===== src/rtl/tdm_pkg.sv =====
package tdm_pkg;
  localparam int BYTE_W       = 8;
  localparam int MAX_STREAMS  = 32;
  localparam int FRAME_CYC    = 2048;
  localparam int BIT_CYC_SLOW = 8;
  localparam int BYTE_CYC     = 2;

  typedef enum logic {DIR_S2P = 1'b0, DIR_P2S = 1'b1} dir_e;
  typedef enum logic {RATE_SLOW = 1'b0, RATE_FAST = 1'b1} rate_e;
endpackage


===== src/rtl/tdm_timebase.sv =====
module tdm_timebase #(
  parameter int FRAME_CYC    = tdm_pkg::FRAME_CYC,
  parameter int BIT_CYC_SLOW = tdm_pkg::BIT_CYC_SLOW,
  parameter int BYTE_W       = tdm_pkg::BYTE_W,
  parameter int BYTE_CYC     = tdm_pkg::BYTE_CYC,
  parameter int STREAMS      = tdm_pkg::MAX_STREAMS,
  localparam int SW  = $clog2(STREAMS),
  localparam int BSW = $clog2(BYTE_W)
) (
  input  logic           clk_i,
  input  logic           rst_ni,
  input  logic           fp_i,
  input  logic           fast_i,
  output logic [SW-1:0]  slot_o,
  output logic [BSW-1:0] bitsel_o,
  output logic           cap_o,
  output logic           bit_end_o,
  output logic           chan_end_o
);
  localparam int CNT_W = $clog2(FRAME_CYC);
  localparam int BL_S  = $clog2(BIT_CYC_SLOW);
  localparam int BL_F  = BL_S - 1;
  localparam int CH_S  = BL_S + BSW;
  localparam int CH_F  = CH_S - 1;
  localparam int BY_L  = $clog2(BYTE_CYC);

  logic [CNT_W-1:0] cnt;

  always_ff @(posedge clk_i or negedge rst_ni) begin
    if (!rst_ni)                            cnt <= '0;
    else if (fp_i)                          cnt <= '0;
    else if (cnt == CNT_W'(FRAME_CYC - 1))  cnt <= '0;
    else                                    cnt <= cnt + 1'b1;
  end

  always_comb begin
    cap_o = &cnt[BY_L-1:0];
    if (fast_i) begin
      slot_o     = SW'(cnt[CH_F-1:BY_L]);
      bitsel_o   = cnt[CH_F-1:BL_F];
      bit_end_o  = &cnt[BL_F-1:0];
      chan_end_o = &cnt[CH_F-1:0];
    end else begin
      slot_o     = SW'(cnt[CH_S-1:BY_L]);
      bitsel_o   = cnt[CH_S-1:BL_S];
      bit_end_o  = &cnt[BL_S-1:0];
      chan_end_o = &cnt[CH_S-1:0];
    end
  end

  p_fp_restart_r2: assert property (@(posedge clk_i) disable iff (!rst_ni)
    fp_i |=> (cnt == '0));
  p_frame_wrap_r2: assert property (@(posedge clk_i) disable iff (!rst_ni)
    (!fp_i && cnt == CNT_W'(FRAME_CYC - 1)) |=> (cnt == '0));
endmodule


===== src/rtl/tdm_lane.sv =====
module tdm_lane #(
  parameter int BYTE_W = tdm_pkg::BYTE_W,
  localparam int BSW = $clog2(BYTE_W)
) (
  input  logic              clk_i,
  input  logic              rst_ni,
  input  logic              p2s_i,
  input  logic              active_i,
  input  logic              cap_i,
  input  logic              chan_end_i,
  input  logic              bit_end_i,
  input  logic [BSW-1:0]    bitsel_i,
  input  logic [BYTE_W-1:0] p_i,
  input  logic              tri_i,
  input  logic              ser_i,
  output logic              ser_o,
  output logic              ser_oe_o,
  output logic [BYTE_W-1:0] hold_o,
  output logic              hold_vld_o
);
  logic [BYTE_W-1:0] hold, sh;
  logic              hold_dis, sh_en, hv;

  always_ff @(posedge clk_i or negedge rst_ni) begin
    if (!rst_ni) begin
      hold <= '0; sh <= '0; hold_dis <= 1'b0; sh_en <= 1'b0; hv <= 1'b0;
    end else if (p2s_i) begin
      if (cap_i) begin
        hold     <= p_i;
        hold_dis <= tri_i;
      end
      if (chan_end_i) begin
        // last slot of the period bypasses the hold register
        sh    <= cap_i ? p_i : hold;
        sh_en <= active_i & ~(cap_i ? tri_i : hold_dis);
      end
    end else begin
      if (bit_end_i) sh <= {sh[BYTE_W-2:0], ser_i};
      if (chan_end_i) begin
        hold <= {sh[BYTE_W-2:0], ser_i};
        hv   <= active_i;
      end
    end
  end

  assign ser_oe_o   = p2s_i & sh_en;
  assign ser_o      = ser_oe_o & sh[BSW'(BYTE_W-1) - bitsel_i];
  assign hold_o     = hold;
  assign hold_vld_o = ~p2s_i & hv;

  p_idle_lane_off_r3: assert property (@(posedge clk_i) disable iff (!rst_ni)
    (p2s_i && chan_end_i && !active_i) |=> !ser_oe_o);
  p_tri_slot_off_r7: assert property (@(posedge clk_i) disable iff (!rst_ni)
    (p2s_i && chan_end_i && !cap_i && hold_dis) |=> !ser_oe_o);
  p_rx_valid_r8: assert property (@(posedge clk_i) disable iff (!rst_ni)
    (!p2s_i && chan_end_i && active_i) |=> hold_vld_o);
endmodule


===== src/rtl/tdm_par_ser_conv.sv =====
module tdm_par_ser_conv #(
  parameter int BYTE_W       = tdm_pkg::BYTE_W,
  parameter int STREAMS      = tdm_pkg::MAX_STREAMS,
  parameter int FRAME_CYC    = tdm_pkg::FRAME_CYC,
  parameter int BIT_CYC_SLOW = tdm_pkg::BIT_CYC_SLOW
) (
  input  logic               clk_i,
  input  logic               rst_ni,
  input  logic               mode_i,
  input  logic               rate_i,
  input  logic               fp_i,
  input  logic [BYTE_W-1:0]  p_i,
  input  logic               tri_i,
  input  logic [STREAMS-1:0] ser_i,
  output logic [BYTE_W-1:0]  p_o,
  output logic               p_oe_o,
  output logic [STREAMS-1:0] ser_o,
  output logic [STREAMS-1:0] ser_oe_o
);
  import tdm_pkg::*;
  localparam int SW  = $clog2(STREAMS);
  localparam int BSW = $clog2(BYTE_W);

  dir_e           dir;
  rate_e          rate;
  logic [SW-1:0]  slot;
  logic [BSW-1:0] bitsel;
  logic           cap, bit_end, chan_end;
  logic [BYTE_W-1:0] hold_all [STREAMS];
  logic [STREAMS-1:0] hold_vld;

  assign dir  = dir_e'(mode_i);
  assign rate = rate_e'(rate_i);

  tdm_timebase #(
    .FRAME_CYC(FRAME_CYC), .BIT_CYC_SLOW(BIT_CYC_SLOW), .BYTE_W(BYTE_W),
    .BYTE_CYC(BYTE_CYC), .STREAMS(STREAMS)
  ) i_timebase (
    .clk_i, .rst_ni, .fp_i,
    .fast_i(rate == RATE_FAST),
    .slot_o(slot), .bitsel_o(bitsel), .cap_o(cap),
    .bit_end_o(bit_end), .chan_end_o(chan_end)
  );

  for (genvar i = 0; i < STREAMS; i++) begin : g_lane
    localparam bit UPPER = (i >= STREAMS / 2);
    tdm_lane #(.BYTE_W(BYTE_W)) i_lane (
      .clk_i, .rst_ni,
      .p2s_i(dir == DIR_P2S),
      .active_i(!(UPPER && rate == RATE_FAST)),
      .cap_i(cap && slot == SW'(i)),
      .chan_end_i(chan_end),
      .bit_end_i(bit_end),
      .bitsel_i(bitsel),
      .p_i, .tri_i,
      .ser_i(ser_i[i]),
      .ser_o(ser_o[i]),
      .ser_oe_o(ser_oe_o[i]),
      .hold_o(hold_all[i]),
      .hold_vld_o(hold_vld[i])
    );
  end

  assign p_o    = hold_all[slot];
  assign p_oe_o = hold_vld[slot];

  p_dir_excl_r1: assert property (@(posedge clk_i) disable iff (!rst_ni)
    !(p_oe_o && (|ser_oe_o)));
  p_s2p_quiet_r1: assert property (@(posedge clk_i) disable iff (!rst_ni)
    !mode_i |-> (ser_oe_o == '0));
endmodule


===== config.mk =====
export PLATFORM = sky130hd
export DESIGN_NAME = tdm_par_ser_conv
export DESIGN_NICKNAME = d
export VERILOG_FILES = /design/src/rtl/tdm_pkg.sv /design/src/rtl/tdm_timebase.sv /design/src/rtl/tdm_lane.sv /design/src/rtl/tdm_par_ser_conv.sv
export SDC_FILE = /design/constraint.sdc
export NUM_CORES = 1
export LEC_CHECK = 0
export BUFFER_PORTS_ARGS = -buffer_cell sky130_fd_sc_hd__buf_2
export CAP_MARGIN = 20
export CORE_MARGIN = 3
export CORE_UTILIZATION = 35
export DETAILED_ROUTE_END_ITERATION = 7
export SKIP_CTS_REPAIR_TIMING = 1
export SLEW_MARGIN = 10
export SYNTH_ARGS = -nofsm -noshare
export SYNTH_HDL_FRONTEND = slang
export SYNTH_HIERARCHICAL = 1
export SYNTH_SLANG_ARGS = --single-unit

===== constraint.sdc =====
create_clock -name clk_i -period 24.9 [get_ports clk_i]
set_input_delay 4.98 -clock clk_i [delete_from_list [all_inputs] [get_ports clk_i]]
set_output_delay 4.98 -clock clk_i [all_outputs]
set_load 0.01 [all_outputs]

-- After elaboration in Yosys (flattened, before gate mapping)
Index checks and enable logic that the tools add are counted.
W data, S select, Z words.
- register bits after elaboration: 589
- input bits: 46
- output and inout bits: 73
- add/sub/neg operators: 2
- magnitude comparators: 3
- eq/ne operators: 33
- multiplexer cells: 299
- bitwise operators: 116
- reductions and logical operators: 43
- operator list (operator ; count):
    $mux W8 ; 194
    $bmux W1 S3 ; 32
    $and A1 B1 Y1 ; 82
    $eq A5 B5 Y1 const B ; 16
    $mux W1 ; 67
    $bmux W8 S5 ; 1
    $eq A5 B4 Y1 const B ; 8
    $not A1 Y1 ; 33
    $logic_and A1 B1 Y1 ; 32
    $mux W11 ; 2
    $eq A5 B3 Y1 const B ; 4
    $add A11 B1 Y11 const B ; 1
    $eq A11 B11 Y1 const B ; 1
    $eq A5 B2 Y1 const B ; 2
    $reduce_and A2 Y1 ; 4
    $ge A6 B6 Y1 const B ; 1
    $lt A5 B6 Y1 const B ; 1
    $not A5 Y6 ; 1
    $reduce_and A6 Y1 ; 1
    $bmux W1 S5 ; 1
    $eq A5 B1 Y1 const B ; 1
    $logic_not A5 Y1 ; 1
    $mux W5 ; 1
    $reduce_and A5 Y1 ; 1
    7 further kinds ; 8

-- Longest topological paths before layout
Gate-level depths: netlist (run 1).
- depth after elaboration: 6
- depth in mapped cells: 12
- gate-level depth less buffers: 9

-- Hierarchy
The synthesis (run 1) kept the hierarchy.
- by module, submodules not included (module ; times used ; cells each ; area each (µm²) ; sequential area each (µm²)):
    tdm_lane ; 32 ; 90 ; 996.0 ; 475.5
    tdm_par_ser_conv ; 1 ; 275 ; 2743.9 ; 0.0
    tdm_timebase ; 1 ; 66 ; 650.6 ; 275.3

-- Worst setup path before layout (run 1)
No wires, ideal clock.
- path kind: input -> register
- from: input rate_i
- to: register g_lane[0].i_lane.sh[0]
- library setup time: 0.156 ns
- arrival time: 18.365 ns
- setup slack: 6.379 ns
- stages on the path: 6
- cells stage by stage: clkbuf_1 > o31ai_1 > mux2i_4 > buf_6 > nand2_1 > o21ai_0
- elaborated cells between the ends (all ways): 11
- RTL lines (element ; RTL line ; text):
    start: declaration ; tdm_par_ser_conv.sv:10 ; input logic rate_i,
    $mux W1 ; tdm_timebase.sv:38 ; if (fast_i) begin
    named net chan_end ; tdm_par_ser_conv.sv:28 ; logic cap, bit_end, chan_end;
    $ne A2 B1 Y1 (no source line) ; -- ;
    $reduce_and A2 Y1 (no source line) ; -- ;
    end signal: assignment ; tdm_lane.sv:34 ; sh <= cap_i ? p_i : hold;
    end signal: assignment ; tdm_lane.sv:38 ; if (bit_end_i) sh <= {sh[BYTE_W-2:0], ser_i};
    end: declaration ; tdm_lane.sv:21 ; logic [BYTE_W-1:0] hold, sh;
The timed path passes the listed nets, and every way through them passes these cells. The select of a mux whose other input is x is not followed.
A chain may end at the register's enable or synchronous reset.

-- Worst setup path after layout (run 1)
- from: input rate_i
- to: output ser_o[6]
- word-level cells in the longest chain between the ends: 5
- ends and longest elaborated chain (element ; RTL line ; text):
    $mux W3 ; tdm_timebase.sv:38 ;
    named net bitsel[2] ; tdm_par_ser_conv.sv:27 ; logic [BSW-1:0] bitsel;
    $sub A3 B3 Y3 ; tdm_lane.sv:47 ; assign ser_o = ser_oe_o & sh[BSW'(BYTE_W-1) - bitsel_i];
    $bmux W1 S3 ; tdm_lane.sv:47 ;
    $mux W1 (implied by the code) ; tdm_lane.sv:47 ;
    $and A1 B1 Y1 ; tdm_lane.sv:47 ;
    end: declaration ; tdm_par_ser_conv.sv:17 ; output logic [STREAMS-1:0] ser_o,
The timed path passes the listed nets, and every way through them passes these cells. The select of a mux whose other input is x is not followed.

==> results.toml, run 1 <==
[outcome]
status = "complete, no violations"

[synth]
syn_inst = 3221
synth.most_common_cell = "nand2_1"
syn_area_mm2 = 0.03527
ys_warn_count = 6
postSynthAreaPerCell_um2 = 10.95
synth_top_cell_by_area = "dfrtp_1"
synth_area_leaders = "dfrtp_1 (44%), mux2_2 (11%), mux2i_1 (11%), o21ai_0 (7.8%), nand2_1 (7.3%)"
synthFlopType = "dfrtp_1"
ys_top_cells_by_count = "nand2_1 (683), dfrtp_1 (619), o21ai_0 (551), mux2i_1 (375), mux2_2 (337)"
yosys.area.top_type_share_pct = 43.92
ys_seq_area_share_pct = 43.92
synth_edf_count = 0
synthArstFlopShare_pct = 100.0
yosysUniqueCellTypes = 44
synth_seq_cells = 619

[pwr]
fin_total_pwr_mw = 2.521
ir_worst_vdd_mv = 0.04086
p_sw_uw = 682.9
p_per_area_mw_per_mm2 = 65.33
p_comb_share_pct = 12.2
pwr-share-clk_pct = 41.8
leakagePower_nw = 17.13
p_seq_share_pct = 46.0
p_int_mw = 1.838
p_sw_share_pct = 27.09

[cts]
path_clk_slew_ns = 0.06
clock_latency_ns = 0.63
cts_buffers = 68
root_buffer = "clkbuf_16"
cts_tree = "yes"
clock_path_buffers = 3
h-tree-depth = 3
cts_num_sinks = 619

[min_path]
whs_path_depth = 2
min_path_type = "flip-flop to flip-flop"
worstHoldStart = "g_lane[1].i_lane/sh[7]"

[timing]
skew_ns = 0.02150
timing.final.crit_share_pct = 52.57
setup_tns_ns = 0
setup_violations = 0
slew_violations = 0
rsz0062_at_grt = "false"
maxSlewHeadroom_pct = 21.20
min_period_ns = 13.09
hold_slack_ns = 0.4720
fmax_mhz = 76.39
setup_slack_ns = 11.81
tightest_slew_ns = 1.182
hold_viol = 0

[detailed_routing]
initialDrtViolationCount = 1673
ant_nets = 0
post_drt_wl_per_cell_um = 21.68
vias_per_cell = 5.264
drt-total-wl_um = 100100
num_vias = 24300
first_pass_iters = 5
route.detailed.drc = 0

[critical_path]
startpoint_type = "input pin"
reg2reg_depth = 12
critical_path.endpoint_type = "primary output"
startpoint = "rate_i"
r2r_start = "i_timebase/cnt[1]"
worst_ep_required_time_ns = 19.92
worst-path-max-fanout = 22
cpMaxStageDelayCell = "nor2b_1"
cp_slowest_stage_delay_ns = 0.89
worstPathArrival_ns = 8.11
critPathKind = "input pin to primary output"
cpMostUsedCell = "buf_2"
crit_chain = "buf_2, nor2b_1, a21o_2, buf_4, mux2i_1, nor2_1, buf_2"

[grt]
track_usage_pct = 19.16
grt_max_degree = 174
grt_pass1_wl_um = 153800
grt_pass1_vias = 24240
antenna_found_initial = 2
gr-total-overflow = 0

[floorplanning]
num_rows = 115
io_pins = 119
fp.dieH_um = 323.4
die_w_um = 323.4
die-area_mm2 = 0.1046
core_mm2 = 0.09914
initial_utilization_pct = 35.57

[placement]
place_ws_ns = 11.88
port_buffers = 118
gp_congestion = 0.8373
dpl.hpwl_um = 63430

[final_layout]
final_nets = 3327
area_growth_pct = 9.438
drive_gt1_share_pct = 21.52
regArea_mm2 = 0.01550
multiInputGateArea_mm2 = 0.01813
final.fill_count = 9544

[flow_run]
maxCapViolCount = 0
-- layout make-up --
cell class | count | area share (%)
inverters | 39 | 0.3793
multi-input cells | 2397 | 46.99
clock buffers | 98 | 5.197
diodes | 1 | 0.006484
clock inverters | 21 | 0.7197
well taps | 1287 | 4.172
repair buffers | 153 | 2.380
flip-flops and latches | 619 | 40.16
-- stage by stage --
stage                     cell area (µm²)  instances  util (%)
after global routing                38590       4614     38.93
final                               38590       4615     38.93
after CTS                           38560       4612     38.89
after global placement              36270       4493     36.59
after detailed placement            36270       4493     36.59
after floorplan                     35380       3252         -
-- state kept, by name, summed over array words and instances, names as in the netlist --
signal	flops
g_lane.i_lane/hold_dis	32
g_lane.i_lane/hold_o	256
g_lane.i_lane/hv	32
g_lane.i_lane/sh	256
g_lane.i_lane/sh_en	32
i_timebase/cnt	11
-- metal layers --
metal / track usage, % / vias up / wire, µm
li1: - / 11560 / -
met4: 5.773 / 0 / 2550
met5: 0 / - / 0
met1: 26.81 / 12150 / 46540
met3: 2.772 / 110 / 4323
met2: 30.82 / 473 / 46640
-- critical path: cells and delay by family --
kind | cells | cell delay (ns)
multiplexers | 1 | 0.51
buffers and inverters | 3 | 1.01
AND/OR/NAND/NOR | 2 | 0.97
AO/OA/AOI/OAI | 1 | 0.60
-- worst paths after layout --
| kind | to | slack (ns) |
|---|---|---|
| max in group asynchronous | i_timebase/cnt[4] | 18.06 |
| min | g_lane[1].i_lane/sh[7] | 0.47 |
| max | ser_o[6] | 11.81 |
| max reg2reg | g_lane[0].i_lane/hold_o[4] | 20.77 |
| min in group asynchronous | g_lane[8].i_lane/sh_en | 4.48 |
| min reg2reg | g_lane[1].i_lane/sh[7] | 0.47 |
-- logic make-up (layout without fill, tap and decap cells) --
kind of cell               Yosys count  count (layout)  synth area share (%)
DFF                                619             619                 43.92
and+or+nand+nor                    895             895                 10.48
xor gates and xnor gates             1               1               0.02484
other                                1              33               0.01063
muxes                              859             859                 31.46
buffers and inverters              236             311                 5.059
AOI/OAI and AO/OA                  607             607                 8.927
adders and majority gates            3               3                0.1065
-- power groups by stage --
stage | clock, mW | combinational, mW | sequential, mW
final | 1.05 | 0.307 | 1.16
after global routing | 1.12 | 0.342 | 1.17
after CTS | 1.08 | 0.309 | 1.16
after detailed placement | 0 | 0.308 | 1.18
after global placement | 0 | 0.303 | 1.18
after floorplan | 0 | 0.219 | 1.14
-- placed cells by master (no fill, tap or decap), types with 69 or more instances in the layout --
| cell type | n |
|---|---|
| nand2_1 | 683 |
| dfrtp_1 | 616 |
| o21ai_0 | 551 |
| mux2i_1 | 375 |
| mux2_2 | 337 |
| buf_2 | 116 |
| nor2_1 | 83 |
| mux4_1 | 72 |
| nor2b_1 | 70 |
| clkbuf_16 | 69 |
Power figures use the tool's default switching activity.
==> run 2, diff against run 1 <==
==> constraint.sdc (replaced) <==
create_clock -name clk_i -period 11.2 [get_ports clk_i]
set_input_delay 2.24 -clock clk_i [delete_from_list [all_inputs] [get_ports clk_i]]
set_output_delay 2.24 -clock clk_i [all_outputs]
set_load 0.01 [all_outputs]
==> run 2 against run 1 <==
Clock power is 120% higher. Sequential cell count unchanged. Die area unchanged. Clock-buffer cell count shrank 6.
==> results.toml, run 2 (synthesized netlist as in run 1, its figures left out) <==
[floorplanning]
num_rows = 115
die_w_um = 323.4
die-area_mm2 = 0.1046
fp.dieH_um = 323.4
io_pins = 119
core_mm2 = 0.09914
initial_utilization_pct = 35.57

[min_path]
whs_path_depth = 2
whs_endpoint = "g_lane[12].i_lane/sh[7]"
worstHoldStart = "g_lane[12].i_lane/sh[7]"
min_path_type = "flip-flop to flip-flop"

[critical_path]
cpMostUsedCell = "buf_2"
critical_path.endpoint_type = "primary output"
critPathKind = "input pin to primary output"
worst-path-max-fanout = 42
reg2reg_depth = 7
cpMaxStageDelayCell = "buf_4"
worst-path-buf-inv = 3
r2r_start = "i_timebase/cnt[2]"
cp_slowest_stage_delay_ns = 0.79
cp_top_family = "multiplexers"
startpoint_type = "input pin"
timing.rr.end = "g_lane[18].i_lane/hold_o[0]"
r2r_slack_ns = 6.85
worst_ep_required_time_ns = 8.96
worstPathArrival_ns = 5.14
crit_chain = "buf_2, mux2_4, buf_4, mux4_1, mux2i_1, nor2_1, buf_2"

[final_layout]
final_util_pct = 38.90
final_nets = 3322
final.fill_count = 9481
postLayoutCellArea_mm2 = 0.03856
final_common_cell = "nand2_1"
final_cell_mix = "nand2_1 (683), dfrtp_1 (616), o21ai_0 (551)"
stdcell_count = 4614
drive_gt1_share_pct = 21.54
area_growth_pct = 9.345

[cts]
h-tree-depth = 3
path_clk_slew_ns = 0.06
cts_buffers = 68
clock_latency_ns = 0.62
root_buffer = "clkbuf_16"
cts_tree = "yes"
cts_num_sinks = 619
clock_path_buffers = 3

[timing]
maxSlewHeadroom_pct = 20.05
setup_slack_ns = 3.818
slew_violations = 0
setup_tns_ns = 0
hold_slack_ns = 0.4739
min_period_ns = 7.382
skew_ns = 0.02001
fmax_mhz = 135.5
tightest_slew_ns = 1.195
hold_viol = 0
rsz0062_at_grt = "false"
setup_violations = 0
timing.final.crit_share_pct = 65.91

[pwr]
fin_total_pwr_mw = 5.574
ir_worst_vdd_mv = 0.09195
leakagePower_nw = 17.10
p_per_area_mw_per_mm2 = 144.6

[grt]
grt_pass1_wl_um = 151200
grt_pass1_vias = 23700
gr-total-overflow = 0
grt_max_degree = 162
track_usage_pct = 18.86
antenna_found_initial = 9

[flow_run]
maxCapViolCount = 0

[outcome]
status = "complete, no violations"

[detailed_routing]
num_vias = 24370
route.detailed.drc = 0
ant_nets = 0
initialDrtViolationCount = 1726
vias_per_cell = 5.281
post_drt_wl_per_cell_um = 21.53
drt-total-wl_um = 99330
first_pass_iters = 5

[placement]
placed_cells = 4488
port_buffers = 118
dpl_cell_area_mm2 = 0.03628
place_ws_ns = 3.715
gp_congestion = 0.8609
dpl.hpwl_um = 63110
## run 2: cell count changes in the layout (fill, tap and decap cells not counted), sizes merged
| cell | change |
|---|---|
| clkbuf | -6 |
| clkinv | +6 |
| buf | -5 |
| clkinvlp | +3 |
| diode | +2 |
| bufinv | -1 |
## run 2: how the worst max path moves through the flow
stage                      start                endpoint  slack [ns]  depth (start not counted)
final                     rate_i                ser_o[6]        3.82                          7
after detailed placement  rate_i                ser_o[6]        3.71                          7
after CTS                 rate_i                ser_o[6]        3.71                          7
after global placement    rate_i                ser_o[6]        3.72                          7
after global routing      rate_i                ser_o[6]        3.70                          7
after floorplan           rate_i  g_lane[0].i_lane/sh[0]        0.64                          6
## run 2: tightest hold or removal path, stage by stage, from the launching register on
cell and delay, ns:
dfrtp_1 0.33, nand2_1 0.04, o21ai_0 0.06
## run 2: layout make-up
cell class                 instances  area [µm²]  share of cell area, %
timing repair buffer             148       910.9                  2.362
tap                             1287        1610                  4.176
inverter                          39       146.4                 0.3796
clock buffer                      92        1953                  5.065
clock inverter                    29       300.3                 0.7787
multi-input combinational       2397       18130                  47.03
sequential                       619       15500                  40.19
antenna                            3       7.507                0.01947
## run 2: report_power, final
part	switching (mW)	internal, mW	total, mW	leakage (nW)
clock	0.966	1.34	2.31	1.12
combinational	0.402	0.287	0.689	7.51
sequential	0.161	2.42	2.58	8.47
total	1.53	4.05	5.57	17.1
## run 2: metal layers
| layer | vias to the layer above | part of all wire (%) | GRT usage, % |
|---|---|---|---|
| li1 | 11570 | - | - |
| met5 | - | 0.012 | 0 |
| met3 | 131 | 4.1 | 2.815 |
| met2 | 446 | 46 | 29.95 |
| met1 | 12220 | 47 | 26.56 |
| met4 | 2 | 2.8 | 5.935 |
